`config.mk`:
```
export PLATFORM = sky130hd
export DESIGN_NAME = eeprom_xfer_engine
export DESIGN_NICKNAME = d
export VERILOG_FILES = /design/src/rtl/eeprom_pkg.sv /design/src/rtl/eeprom_spi_shifter.sv /design/src/rtl/eeprom_chunker.sv /design/src/rtl/eeprom_poll_counter.sv /design/src/rtl/eeprom_xfer_engine.sv
export SDC_FILE = /design/constraint.sdc
export NUM_CORES = 1
export LEC_CHECK = 0
export BUFFER_PORTS_ARGS = -buffer_cell sky130_fd_sc_hd__buf_4
export CAP_MARGIN = 20
export CORE_UTILIZATION = 60
export CTS_CLUSTER_DIAMETER = 150
export CTS_CLUSTER_SIZE = 28
export DETAILED_ROUTE_END_ITERATION = 8
export PLACE_DENSITY = 0.89
export SLEW_MARGIN = 20
export SYNTH_ARGS = -nofsm -noshare
export SYNTH_HDL_FRONTEND = slang
export SYNTH_SLANG_ARGS = --single-unit
```
`constraint.sdc`:
```
create_clock -name clk -period 4.4 [get_ports clk]
set_input_delay 0.66 -clock clk [delete_from_list [all_inputs] [get_ports clk]]
set_output_delay 0.66 -clock clk [all_outputs]
set_load 0.02 [all_outputs]
```
`src/rtl/eeprom_pkg.sv`:
```
package eeprom_pkg;

    localparam logic [7:0] OPC_WRSR  = 8'h01;
    localparam logic [7:0] OPC_WRITE = 8'h02;
    localparam logic [7:0] OPC_READ  = 8'h03;
    localparam logic [7:0] OPC_WRDI  = 8'h04;
    localparam logic [7:0] OPC_RDSR  = 8'h05;
    localparam logic [7:0] OPC_WREN  = 8'h06;

    // status byte fields used by the engine
    localparam int STAT_BUSY_BIT = 0;
    localparam int STAT_WEL_BIT  = 1;

    typedef enum logic [3:0] {
        ST_IDLE,
        ST_WREN,
        ST_WREN_GAP,
        ST_OPC,
        ST_AHI,
        ST_ALO,
        ST_WDATA,
        ST_RDATA,
        ST_XFER_GAP,
        ST_POLL_OPC,
        ST_POLL_RD,
        ST_POLL_GAP
    } xfer_state_e;

    // command byte, optionally carrying address bit 8 in bit 3
    function automatic logic [7:0] cmd_byte(input logic [7:0] base,
                                            input logic       a8,
                                            input logic       fold);
        cmd_byte = base | ((fold & a8) ? 8'h08 : 8'h00);
    endfunction

    // chip select is active in every state that moves a byte
    function automatic logic frame_state(input xfer_state_e s);
        case (s)
            ST_WREN, ST_OPC, ST_AHI, ST_ALO, ST_WDATA,
            ST_RDATA, ST_POLL_OPC, ST_POLL_RD: frame_state = 1'b1;
            default:                           frame_state = 1'b0;
        endcase
    endfunction

endpackage

```
`src/rtl/eeprom_spi_shifter.sv`:
```
module eeprom_spi_shifter #(
    parameter int HALF_DIV = 2
) (
    input  logic       clk,
    input  logic       rst,
    input  logic       go,
    input  logic [7:0] tx_byte,
    input  logic       miso,
    output logic       sck,
    output logic       mosi,
    output logic [7:0] rx_byte,
    output logic       byte_done
);
    localparam int DIV_W = (HALF_DIV > 1) ? $clog2(HALF_DIV) : 1;
    localparam logic [DIV_W-1:0] DIV_LAST = DIV_W'(HALF_DIV - 1);

    logic             active;
    logic             sck_q;
    logic [DIV_W-1:0] div_cnt;
    logic [2:0]       bit_idx;
    logic [7:0]       sh;
    logic [7:0]       rx;
    logic             done_q;

    always_ff @(posedge clk) begin
        if (rst) begin
            active  <= 1'b0;
            sck_q   <= 1'b0;
            div_cnt <= '0;
            bit_idx <= '0;
            sh      <= '0;
            rx      <= '0;
            done_q  <= 1'b0;
        end else begin
            done_q <= 1'b0;
            if (!active) begin
                if (go) begin
                    active  <= 1'b1;
                    sh      <= tx_byte;
                    div_cnt <= '0;
                    bit_idx <= '0;
                    sck_q   <= 1'b0;
                end
            end else if (div_cnt == DIV_LAST) begin
                div_cnt <= '0;
                if (!sck_q) begin
                    sck_q <= 1'b1;               // rising edge: sample
                    rx    <= {rx[6:0], miso};
                end else begin
                    sck_q <= 1'b0;               // falling edge: shift
                    sh    <= {sh[6:0], 1'b0};
                    if (bit_idx == 3'd7) begin
                        active <= 1'b0;
                        done_q <= 1'b1;
                    end else begin
                        bit_idx <= bit_idx + 3'd1;
                    end
                end
            end else begin
                div_cnt <= div_cnt + DIV_W'(1);
            end
        end
    end

    assign sck       = sck_q;
    assign mosi      = sh[7];
    assign rx_byte   = rx;
    assign byte_done = done_q;

    p_sck_idle_low_r9: assert property (@(posedge clk) disable iff (rst)
        !active |-> !sck_q);

    p_done_after_fall_r9: assert property (@(posedge clk) disable iff (rst)
        done_q |-> (!sck_q && !active));

endmodule

```
`src/rtl/eeprom_chunker.sv`:
```
module eeprom_chunker #(
    parameter int ADDR_W     = 9,
    parameter int LEN_W      = 10,
    parameter int BLOCK_SIZE = 16
) (
    input  logic [ADDR_W-1:0] addr,
    input  logic [LEN_W-1:0]  remain,
    output logic [LEN_W-1:0]  chunk_len
);
    localparam int BLK_W = $clog2(BLOCK_SIZE);

    logic [LEN_W-1:0] room;

    always_comb begin
        room      = LEN_W'(BLOCK_SIZE) - LEN_W'(addr[BLK_W-1:0]);
        chunk_len = (remain < room) ? remain : room;
    end

endmodule

```
`src/rtl/eeprom_poll_counter.sv`:
```
module eeprom_poll_counter #(
    parameter int POLL_LIMIT = 8
) (
    input  logic clk,
    input  logic rst,
    input  logic clr,
    input  logic inc,
    output logic expired
);
    localparam int CNT_W = $clog2(POLL_LIMIT + 1);

    logic [CNT_W-1:0] cnt;

    always_ff @(posedge clk) begin
        if (rst || clr) cnt <= '0;
        else if (inc)   cnt <= cnt + CNT_W'(1);
    end

    assign expired = (cnt >= CNT_W'(POLL_LIMIT));

    p_poll_below_limit_r6: assert property (@(posedge clk) disable iff (rst)
        inc |-> (cnt < CNT_W'(POLL_LIMIT)));

endmodule

```
`src/rtl/eeprom_xfer_engine.sv`:
```
module eeprom_xfer_engine
    import eeprom_pkg::*;
#(
    parameter int DEV_SIZE   = 512,
    parameter int BLOCK_SIZE = 16,
    parameter int HALF_DIV   = 2,
    parameter int POLL_LIMIT = 8,
    localparam int ADDR_W    = $clog2(DEV_SIZE),
    localparam int LEN_W     = ADDR_W + 1
) (
    input  logic              clk,
    input  logic              rst,
    input  logic              start,
    input  logic              op_write,
    input  logic [ADDR_W-1:0] start_addr,
    input  logic [LEN_W-1:0]  length,
    input  logic              cfg_two_addr,
    input  logic              cfg_munge,
    input  logic [7:0]        wr_data,
    input  logic              wr_valid,
    output logic              wr_ready,
    output logic [7:0]        rd_data,
    output logic              rd_valid,
    output logic              busy,
    output logic              done,
    output logic              err_range,
    output logic              err_timeout,
    output logic              sck,
    output logic              cs_n,
    output logic              mosi,
    input  logic              miso
);
    localparam int BLK_W = $clog2(BLOCK_SIZE);
    localparam int HI_W  = ADDR_W - BLK_W;

    xfer_state_e       state;
    logic              issued;
    logic [ADDR_W-1:0] cur_addr;
    logic [LEN_W-1:0]  remain;
    logic [LEN_W-1:0]  chunk_left;
    logic [HI_W-1:0]   chunk_blk;
    logic              is_write;
    logic [7:0]        status_q;
    logic              cs_n_q;
    logic              done_q, rd_valid_q, err_range_q, err_to_q;
    logic [7:0]        rd_data_q;

    logic              go, step, sh_done;
    logic [7:0]        tx_byte, sh_rx;
    logic [15:0]       addr16;
    logic [LEN_W-1:0]  chunk_len;
    logic              poll_clr, poll_inc, poll_expired;
    logic              range_bad;
    logic [LEN_W:0]    req_end;

    eeprom_spi_shifter #(.HALF_DIV(HALF_DIV)) u_shift (
        .clk(clk), .rst(rst), .go(go), .tx_byte(tx_byte), .miso(miso),
        .sck(sck), .mosi(mosi), .rx_byte(sh_rx), .byte_done(sh_done)
    );

    eeprom_chunker #(.ADDR_W(ADDR_W), .LEN_W(LEN_W), .BLOCK_SIZE(BLOCK_SIZE)) u_chunk (
        .addr(cur_addr), .remain(remain), .chunk_len(chunk_len)
    );

    eeprom_poll_counter #(.POLL_LIMIT(POLL_LIMIT)) u_poll (
        .clk(clk), .rst(rst), .clr(poll_clr), .inc(poll_inc), .expired(poll_expired)
    );

    always_comb begin
        addr16    = 16'(cur_addr);
        req_end   = (LEN_W+1)'(start_addr) + (LEN_W+1)'(length);
        range_bad = (req_end > (LEN_W+1)'(DEV_SIZE));
        step      = issued && sh_done;
        wr_ready  = (state == ST_WDATA) && !issued;
        go        = frame_state(state) && !issued &&
                    ((state != ST_WDATA) || wr_valid);
        poll_clr  = (state == ST_XFER_GAP);
        poll_inc  = (state == ST_POLL_RD) && step;
        case (state)
            ST_WREN:     tx_byte = OPC_WREN;
            ST_OPC:      tx_byte = cmd_byte(is_write ? OPC_WRITE : OPC_READ,
                                            addr16[8], cfg_munge);
            ST_AHI:      tx_byte = addr16[15:8];
            ST_ALO:      tx_byte = addr16[7:0];
            ST_WDATA:    tx_byte = wr_data;
            ST_POLL_OPC: tx_byte = OPC_RDSR;
            default:     tx_byte = 8'h00;
        endcase
    end

    always_ff @(posedge clk) begin
        if (rst) begin
            state       <= ST_IDLE;
            issued      <= 1'b0;
            cur_addr    <= '0;
            remain      <= '0;
            chunk_left  <= '0;
            chunk_blk   <= '0;
            is_write    <= 1'b0;
            status_q    <= '0;
            done_q      <= 1'b0;
            rd_valid_q  <= 1'b0;
            rd_data_q   <= '0;
            err_range_q <= 1'b0;
            err_to_q    <= 1'b0;
        end else begin
            done_q     <= 1'b0;
            rd_valid_q <= 1'b0;
            if (go)   issued <= 1'b1;
            if (step) issued <= 1'b0;
            case (state)
                ST_IDLE: if (start) begin
                    err_range_q <= 1'b0;
                    err_to_q    <= 1'b0;
                    if (range_bad) begin
                        err_range_q <= 1'b1;
                        done_q      <= 1'b1;
                    end else if (length == '0) begin
                        done_q <= 1'b1;
                    end else begin
                        cur_addr   <= start_addr;
                        remain     <= length;
                        chunk_left <= length;
                        is_write   <= op_write;
                        state      <= op_write ? ST_WREN : ST_OPC;
                    end
                end
                ST_WREN: if (step) state <= ST_WREN_GAP;
                ST_WREN_GAP: begin
                    chunk_left <= chunk_len;
                    chunk_blk  <= cur_addr[ADDR_W-1:BLK_W];
                    state      <= ST_OPC;
                end
                ST_OPC: if (step)
                    state <= (cfg_two_addr && !cfg_munge) ? ST_AHI : ST_ALO;
                ST_AHI: if (step) state <= ST_ALO;
                ST_ALO: if (step) state <= is_write ? ST_WDATA : ST_RDATA;
                ST_WDATA, ST_RDATA: if (step) begin
                    if (state == ST_RDATA) begin
                        rd_valid_q <= 1'b1;
                        rd_data_q  <= sh_rx;
                    end
                    cur_addr   <= cur_addr + ADDR_W'(1);
                    remain     <= remain - LEN_W'(1);
                    chunk_left <= chunk_left - LEN_W'(1);
                    if (chunk_left == LEN_W'(1)) state <= ST_XFER_GAP;
                end
                ST_XFER_GAP: begin
                    if (is_write) begin
                        state <= ST_POLL_OPC;
                    end else begin
                        done_q <= 1'b1;
                        state  <= ST_IDLE;
                    end
                end
                ST_POLL_OPC: if (step) state <= ST_POLL_RD;
                ST_POLL_RD: if (step) begin
                    status_q <= sh_rx;
                    state    <= ST_POLL_GAP;
                end
                ST_POLL_GAP: begin
                    if (!status_q[STAT_BUSY_BIT]) begin
                        if (remain != '0) begin
                            state <= ST_WREN;
                        end else begin
                            done_q <= 1'b1;
                            state  <= ST_IDLE;
                        end
                    end else if (poll_expired) begin
                        err_to_q <= 1'b1;
                        done_q   <= 1'b1;
                        state    <= ST_IDLE;
                    end else begin
                        state <= ST_POLL_OPC;
                    end
                end
                default: state <= ST_IDLE;
            endcase
        end
    end

    always_ff @(posedge clk) begin
        if (rst) cs_n_q <= 1'b1;
        else     cs_n_q <= !frame_state(state);
    end

    assign cs_n        = cs_n_q;
    assign busy        = (state != ST_IDLE);
    assign done        = done_q;
    assign rd_valid    = rd_valid_q;
    assign rd_data     = rd_data_q;
    assign err_range   = err_range_q;
    assign err_timeout = err_to_q;

    p_sck_needs_cs_r9: assert property (@(posedge clk) disable iff (rst)
        sck |-> !cs_n);

    p_chunk_one_block_r4: assert property (@(posedge clk) disable iff (rst)
        (state == ST_WDATA && go) |-> (cur_addr[ADDR_W-1:BLK_W] == chunk_blk));

    p_range_reject_r8: assert property (@(posedge clk) disable iff (rst)
        (state == ST_IDLE && start && range_bad) |=> (err_range && done && !busy));

    p_wready_write_op_r11: assert property (@(posedge clk) disable iff (rst)
        wr_ready |-> is_write);

    p_timeout_abort_r6: assert property (@(posedge clk) disable iff (rst)
        (state == ST_POLL_GAP && status_q[STAT_BUSY_BIT] && poll_expired)
        |=> (err_timeout && !busy));

    p_done_single_r5: assert property (@(posedge clk) disable iff (rst)
        done |=> !done);

endmodule

```
# == After elaboration in Yosys (flattened, before gate mapping) ==
# Memory sizes are Yosys's and may differ from the RTL's. A register that Yosys moved wholly into a read port is not among the register bits.
# Cells that the tools add are included.
# totals
regBits,76
rom_bits,32
in_bits,35
out_inout_bits,17
word_cells,183
mem_count,2
# classes
add_sub_neg,8
n_lt_le_gt_ge,3
n_eq_ne,30
muxes,75
n_bitwise,9
n_reduce_logical,35
# memory_table
name,depth,width,rd,rd_clocked_by_memory_dff,wr,line,text
(no name shown),16,1,1,1,0,eeprom_pkg.sv:38,case (s)
(no name shown),16,1,1,1,0,eeprom_pkg.sv:38,
# ops
cell,count
$mux 4,19
$mux 10,6
$pmux 8 s6,1
$pmux 4 s11,1
$mux 9,4
$mux 8,4
$ne 2x2->1 const B,16
$pmux 10 s3,1
$mux 1,29
$pmux 10 s2,1
$sub 10x1->10 const B,2
$pmux 9 s2,1
$eq 4x3->1 const B,4
$eq 4x4->1 const B,4
$mux 3,5
$reduce_and 4->1,3
$add 9x10->11,1
$gt 11x10->1 const B,1
$reduce_and 11->1,1
$eq 10x1->1 const B,1
$logic_not 10->1,1
$lt 10x10->1,1
$reduce_and 5->1,2
$reduce_bool 10->1,1
other kinds (28),50

# == Longest topological paths before layout ==
# depth
ltp_word,7
ltp_mapped,13
mapped_depth_nobuf,12

# == Cells and area by module ==
# Synthesis repeated with hierarchy kept, for this count alone.
# hier_totals
cells_unflattened,657
area_unflattened_um2,5223.8
# by_module_without_submodules
mod,instances,cells_each,area_per_inst_um2,seq_area_each_um2
eeprom_xfer_engine,1,490,3696.0,1001.0
eeprom_spi_shifter,1,112,1034.7,460.4
eeprom_chunker,1,34,291.5,0.0
eeprom_poll_counter,1,21,201.4,80.1

# == Worst setup path after synthesis ==
# No wires, ideal clock.
# synth_path
kind,in2reg
start,input port start_addr[3]
end,register cur_addr[7]
setup_time_ps,135
arrival_time_ps,2987
t_required_ps,4265
slack_ps,1278
stages,11
n_path_buf,1
cell_sequence,ha_1 a21o_1 a21oi_2 a21oi_1 or3_1 a2111o_1 o21ai_4 a31oi_2 buf_2 a21oi_1 o32ai_2
# synth_via
elab_chain_len,4
# synth_lines
item,line,text
start: declaration,eeprom_xfer_engine.sv:15,"input logic [ADDR_W-1:0] start_addr,"
$add 9x10->11,eeprom_xfer_engine.sv:71,req_end = (LEN_W+1)'(start_addr) + (LEN_W+1)'(length);
$gt 11x10->1,eeprom_xfer_engine.sv:72,range_bad = (req_end > (LEN_W+1)'(DEV_SIZE));
$ne 2x2->1 (no source line),--,
$reduce_and 5->1 (no source line),--,
end signal: assignment,eeprom_xfer_engine.sv:121,cur_addr <= start_addr;
end signal: assignment,eeprom_xfer_engine.sv:143,cur_addr <= cur_addr + ADDR_W'(1);
end: declaration,eeprom_xfer_engine.sv:38,logic [ADDR_W-1:0] cur_addr;
# No other way between the ends.
# A chain may end at the register's enable or synchronous reset.

# == Worst setup path in the final report ==
# layout_path
start,input port length[0]
end,register chunk_left[2]
# layout_via
elab_chain_len,4
word_cells_on_any_way,6
classes_between,1 x add/sub; 1 x order compare; 2 x eq/ne; 2 x reduce/logical
# layout_lines
item,line,text
start: declaration,eeprom_xfer_engine.sv:16,"input logic [LEN_W-1:0] length,"
$add 9x10->11,eeprom_xfer_engine.sv:71,
$gt 11x10->1,eeprom_xfer_engine.sv:72,
$ne 2x2->1 (no source line),--,
$reduce_and 5->1 (no source line) (*),--,
end signal: assignment,eeprom_xfer_engine.sv:123,chunk_left <= length;
end signal: assignment,eeprom_xfer_engine.sv:130,chunk_left <= chunk_len;
end signal: assignment,eeprom_xfer_engine.sv:145,chunk_left <= chunk_left - LEN_W'(1);
end: declaration,eeprom_xfer_engine.sv:40,logic [LEN_W-1:0] chunk_left;
# Mark *: on every way between the ends. The rest lies on a longest branch, timed or not.

==> results by stage <==
Floorplan:
- The area enclosed by the die boundary is approximately 0.0084 mm².
- The die boundary height is roughly 92 µm.
- The initial core utilization is about 62%.
- The core region is ~0.008 mm².
- The total number of placement rows is 32.
- 52 I/O pins were placed.
- In this run the horizontal extent of the chip is 91.8 µm.

Routing:
- The final routed wirelength across all metal layers is ~13000 µm.
- The routed via count divided by cell count is approximately 6.4.
- After detailed routing, no signal wire sits above met4.
- The first routing iteration left 454 violations.
- In the routed design, unresolved DRC markers number 0.
- The sum of met3 wire segment lengths after detailed routing is 918 µm.
- The detailed router put a total of between 5000 and 6000 µm of wire on met1.
- The routed layout has between 4k and 5k vias.
- The average detailed-routed wire length per instance is ~17 µm.
- In the detailed route, the total length drawn on met2 is just over 6000 µm.
- The first detailed-routing pass took 5 iterations.
- Once detail routing completed, the nets flagged for antenna violations numbered 0.

Logic synthesis:
- The most frequently used cell type in the post-synthesis netlist is sky130_fd_sc_hd__dfxtp_1.
- The cell area after synthesis is ~0.0048 mm².
- The number of unique standard cell types used by synthesis is 66.
- The cell count after synthesis is about 620.
- By count the netlist is led by 77 x sky130_fd_sc_hd__dfxtp_1, 69 x sky130_fd_sc_hd__nand2_1, 66 x sky130_fd_sc_hd__nor2_1.
- After synthesis, the share of flip-flops with an asynchronous set or reset is 0%.
- The most used flip-flop cell after synthesis is sky130_fd_sc_hd__dfxtp_1.
- The number of synthesized flops with an enable pin is 0.
- In the post-synthesis netlist, the biggest area contributors are sky130_fd_sc_hd__dfxtp_1 32%, sky130_fd_sc_hd__a21oi_1 6.0%, sky130_fd_sc_hd__ha_1 5.7%.
- The area share of the leading cell type in the synthesized netlist is roughly a third.
- The largest total area in the synthesized netlist belongs to sky130_fd_sc_hd__dfxtp_1.
- For this run, the number of Yosys warnings is 0.
- The mean post-synth cell area is approximately 7.8 µm².
- The synthesized netlist net count is 676.
- Summing the sequential cell areas from Yosys gives 31.9% of the chip area.
- Synthesis inferred 77 register bits.

Layout:
- The total inserted antenna cells is 0.
- The area growth from synthesis to layout is 12.5%.
- Leaving out filler cells and counting taps, the final layout contains 752.
- The number of nets at the end of the flow is between 700 and 800.
- The ratio of cells with drive above 1 in the final layout is roughly 14%.

Setup path:
- The worst setup path is captured at a flip-flop.
- The kind of cell adding the most delay to the critical path is compound AO/OA/AOI/OAI gates.
- The combined buffer and inverter count along the critical path is 2.
- For this run, the slowest stage of the critical path takes approximately 0.73 ns.
- The largest individual stage delay along the critical path comes from the cell sky130_fd_sc_hd__a21oi_2.
- STA classifies the critical path startpoint as an input port.
- At the worst endpoint, the arrival time is between 3 and 4 ns.
- For the worst setup path, the data required time is 4.62 ns.
- Traced cell by cell, the critical path runs through buf_4 -> ha_1 -> inv_1 -> fa_1 -> nor2b_1 -> o31a_1 -> o22ai_2 -> nor2b_1 -> a41oi_2 -> o21ai_4 -> a21oi_2 -> mux2i_1 -> nor2_1.
- The most frequent cell on the critical path is sky130_fd_sc_hd__nor2b_1.
- The maximum fanout along the worst path is 17.
- The type of the worst setup path is in -> reg.

Global routing:
- The initial antenna violation count came to 0.
- The number of global-route vias before repair was between 4k and 5k.
- Global routing consumed, over all layers together, 31.4% of the routing resources.
- The first global-routing pass estimated around 21000 µm of wire.
- The residual overflow from global routing is 0.
- The maximum number of pins on one net before global-route repair is 82.

Power:
- The power density relative to cell area is 469 mW/mm².
- IR analysis of the VDD net gives a maximum drop of approximately 0.00033 V.
- The leakage dissipation is approximately 2.2 nW.

Timing:
- The slew at the pin closest to its max-slew limit is 1.03 ns.
- The worst pin sits at a relative slew slack of around 31%.
- The final setup violation count is 0.
- The post-route minimum period is 3.48 ns.
- The accumulated negative setup slack is 0 ns.
- The maximum clock skew at final layout is about 0.007 ns.
- The period utilization is approximately four fifths.
- The upper clock frequency limit is between 0.2 and 0.3 GHz.
- The max-slew violation total from the final report is 0.
- Setup repair after global routing left no endpoint under its margin.
- The final hold violation count is 0.

Place:
- The detailed placer's ending HPWL is approximately 9100 µm.
- At the end of routability-driven placement, the weighted congestion stood at between 0.9 and 1.
- The count of buffers from port buffering is just over 50.
- The cell count after placement is around 740.

Clocking:
- The number of clock buffers added by TritonCTS is 9.
- The number of gates given a new drive strength after cts is 0.
- The number of sinks handled by clock tree synthesis is 77.
- The root buffer cell chosen for the clock tree is sky130_fd_sc_hd__clkbuf_8.
- The CTS tree is built.
- The source-to-sink clock delay at the later pin of the worst-skew pair is 0.36 ns.
- The number of setup buffers added after CTS is 0.
- The number of levels the H-tree was split into is 3.
- Hold repair after CTS inserted 0 buffers.
- After clock tree synthesis, the clock-pin slew on the worst setup and hold paths is roughly 0.080 ns.
- Counting along the longest clock path gives a buffer depth of 2.

Run status:
- The flow ran to the end, and the final reports show no timing, DRC or antenna violations.

Job:
- Max-cap violations in this run came to 0.

Worst hold path:
- In this run the worst hold path is classified as reg -> reg.
-- worst paths after layout --
check | start | to | slack, ns | depth (start not counted)
worst max-delay path | length[0] | chunk_left[2]$_SDFFE_PP0P_ | 0.92 | 13
worst min-delay path | flip-flop | cs_n$_SDFF_PP1_ | 0.40 | 1
worst max register to register | cur_addr[0]$_SDFFE_PP0P_ | chunk_left[2]$_SDFFE_PP0P_ | 1.43 | 12
worst min register to register | flip-flop | cs_n$_SDFF_PP1_ | 0.40 | 1
-- cells in the final DEF, fill, tap and decap left out, types with 8 or more instances in the layout --
cell type,netlist,layout
sky130_fd_sc_hd__o21ai_1,14,14
sky130_fd_sc_hd__inv_1,29,29
sky130_fd_sc_hd__dfxtp_1,77,77
sky130_fd_sc_hd__nor2_1,66,66
sky130_fd_sc_hd__xor2_1,9,9
sky130_fd_sc_hd__clkbuf_8,0,9
sky130_fd_sc_hd__a22oi_1,11,11
sky130_fd_sc_hd__o21ai_0,17,17
sky130_fd_sc_hd__nand2_1,69,69
sky130_fd_sc_hd__nor3_1,20,20
sky130_fd_sc_hd__nor2b_1,12,12
sky130_fd_sc_hd__buf_4,3,55
sky130_fd_sc_hd__nand2b_1,10,10
sky130_fd_sc_hd__mux2i_1,16,16
sky130_fd_sc_hd__a211oi_1,15,15
sky130_fd_sc_hd__ha_1,22,22
sky130_fd_sc_hd__a21oi_1,58,58
sky130_fd_sc_hd__nand3_1,13,13
sky130_fd_sc_hd__xnor2_1,8,8
sky130_fd_sc_hd__a21o_1,10,10
-- cell families after synthesis --
logic type      after synthesis  synth area share, %
simple gates                225                 21.6
compound gates              189                 27.7
flops                        77                 31.9
buf+inv                      67                 5.48
fa+ha+maj                    24                 6.31
mux                          19                 4.01
xor+xnor                     17                 3.08
-- state kept, by name, indices dropped and copies added (netlist names), 3 cells and up, named ones only --
name	cells
u_poll.cnt	4
cur_addr	9
chunk_left	10
u_shift.bit_idx	3
u_shift.rx_byte	8
remain	10
state	4
rd_data	8
u_shift.sh	8
-- area by class of cell --
| type | instances | area [µm²] |
|---|---|---|
| Timing Repair Buffer | 55 | 413 |
| Tap cell | 102 | 128 |
| Inverter | 29 | 109 |
| Clock buffer | 9 | 124 |
| Multi-Input combinational cell | 474 | 3040 |
| Sequential cell | 77 | 1540 |
| Clock inverter | 6 | 87.6 |
| Fill cell | 631 | 2320 |
-- per-stage QoR --
step / instance area [µm²] / util [%] / setup WS [ns] / hold WS, ns / total power [mW]
after floorplan: 4840 / - / 1.28 / 0.366 / 1.67
after global placement: 5220 / 67.3 / 0.593 / 0.376 / 1.88
after detailed placement: 5220 / 67.3 / 0.405 / 0.385 / 1.93
after CTS: 5440 / 70.0 / 0.746 / 0.404 / 2.52
after global routing: 5440 / 70.1 / 0.654 / 0.441 / 2.68
final: 5440 / 70.1 / 0.925 / 0.401 / 2.55
-- metal layers --
layer  vias to the layer above  track usage (%)
met2                       259             51.2
met4                         0             17.6
li1                       2280                -
met3                        48             4.89
met1                      2224             39.5
met5                         -                0
-- report_power, final --
group          switching [mW]  total, mW  internal, mW
logic                   0.612       1.05         0.435
clock network           0.283      0.600         0.318
registers               0.118      0.905         0.787
total                    1.01       2.55          1.54
No activity file was read; power rests on OpenSTA's default activity.
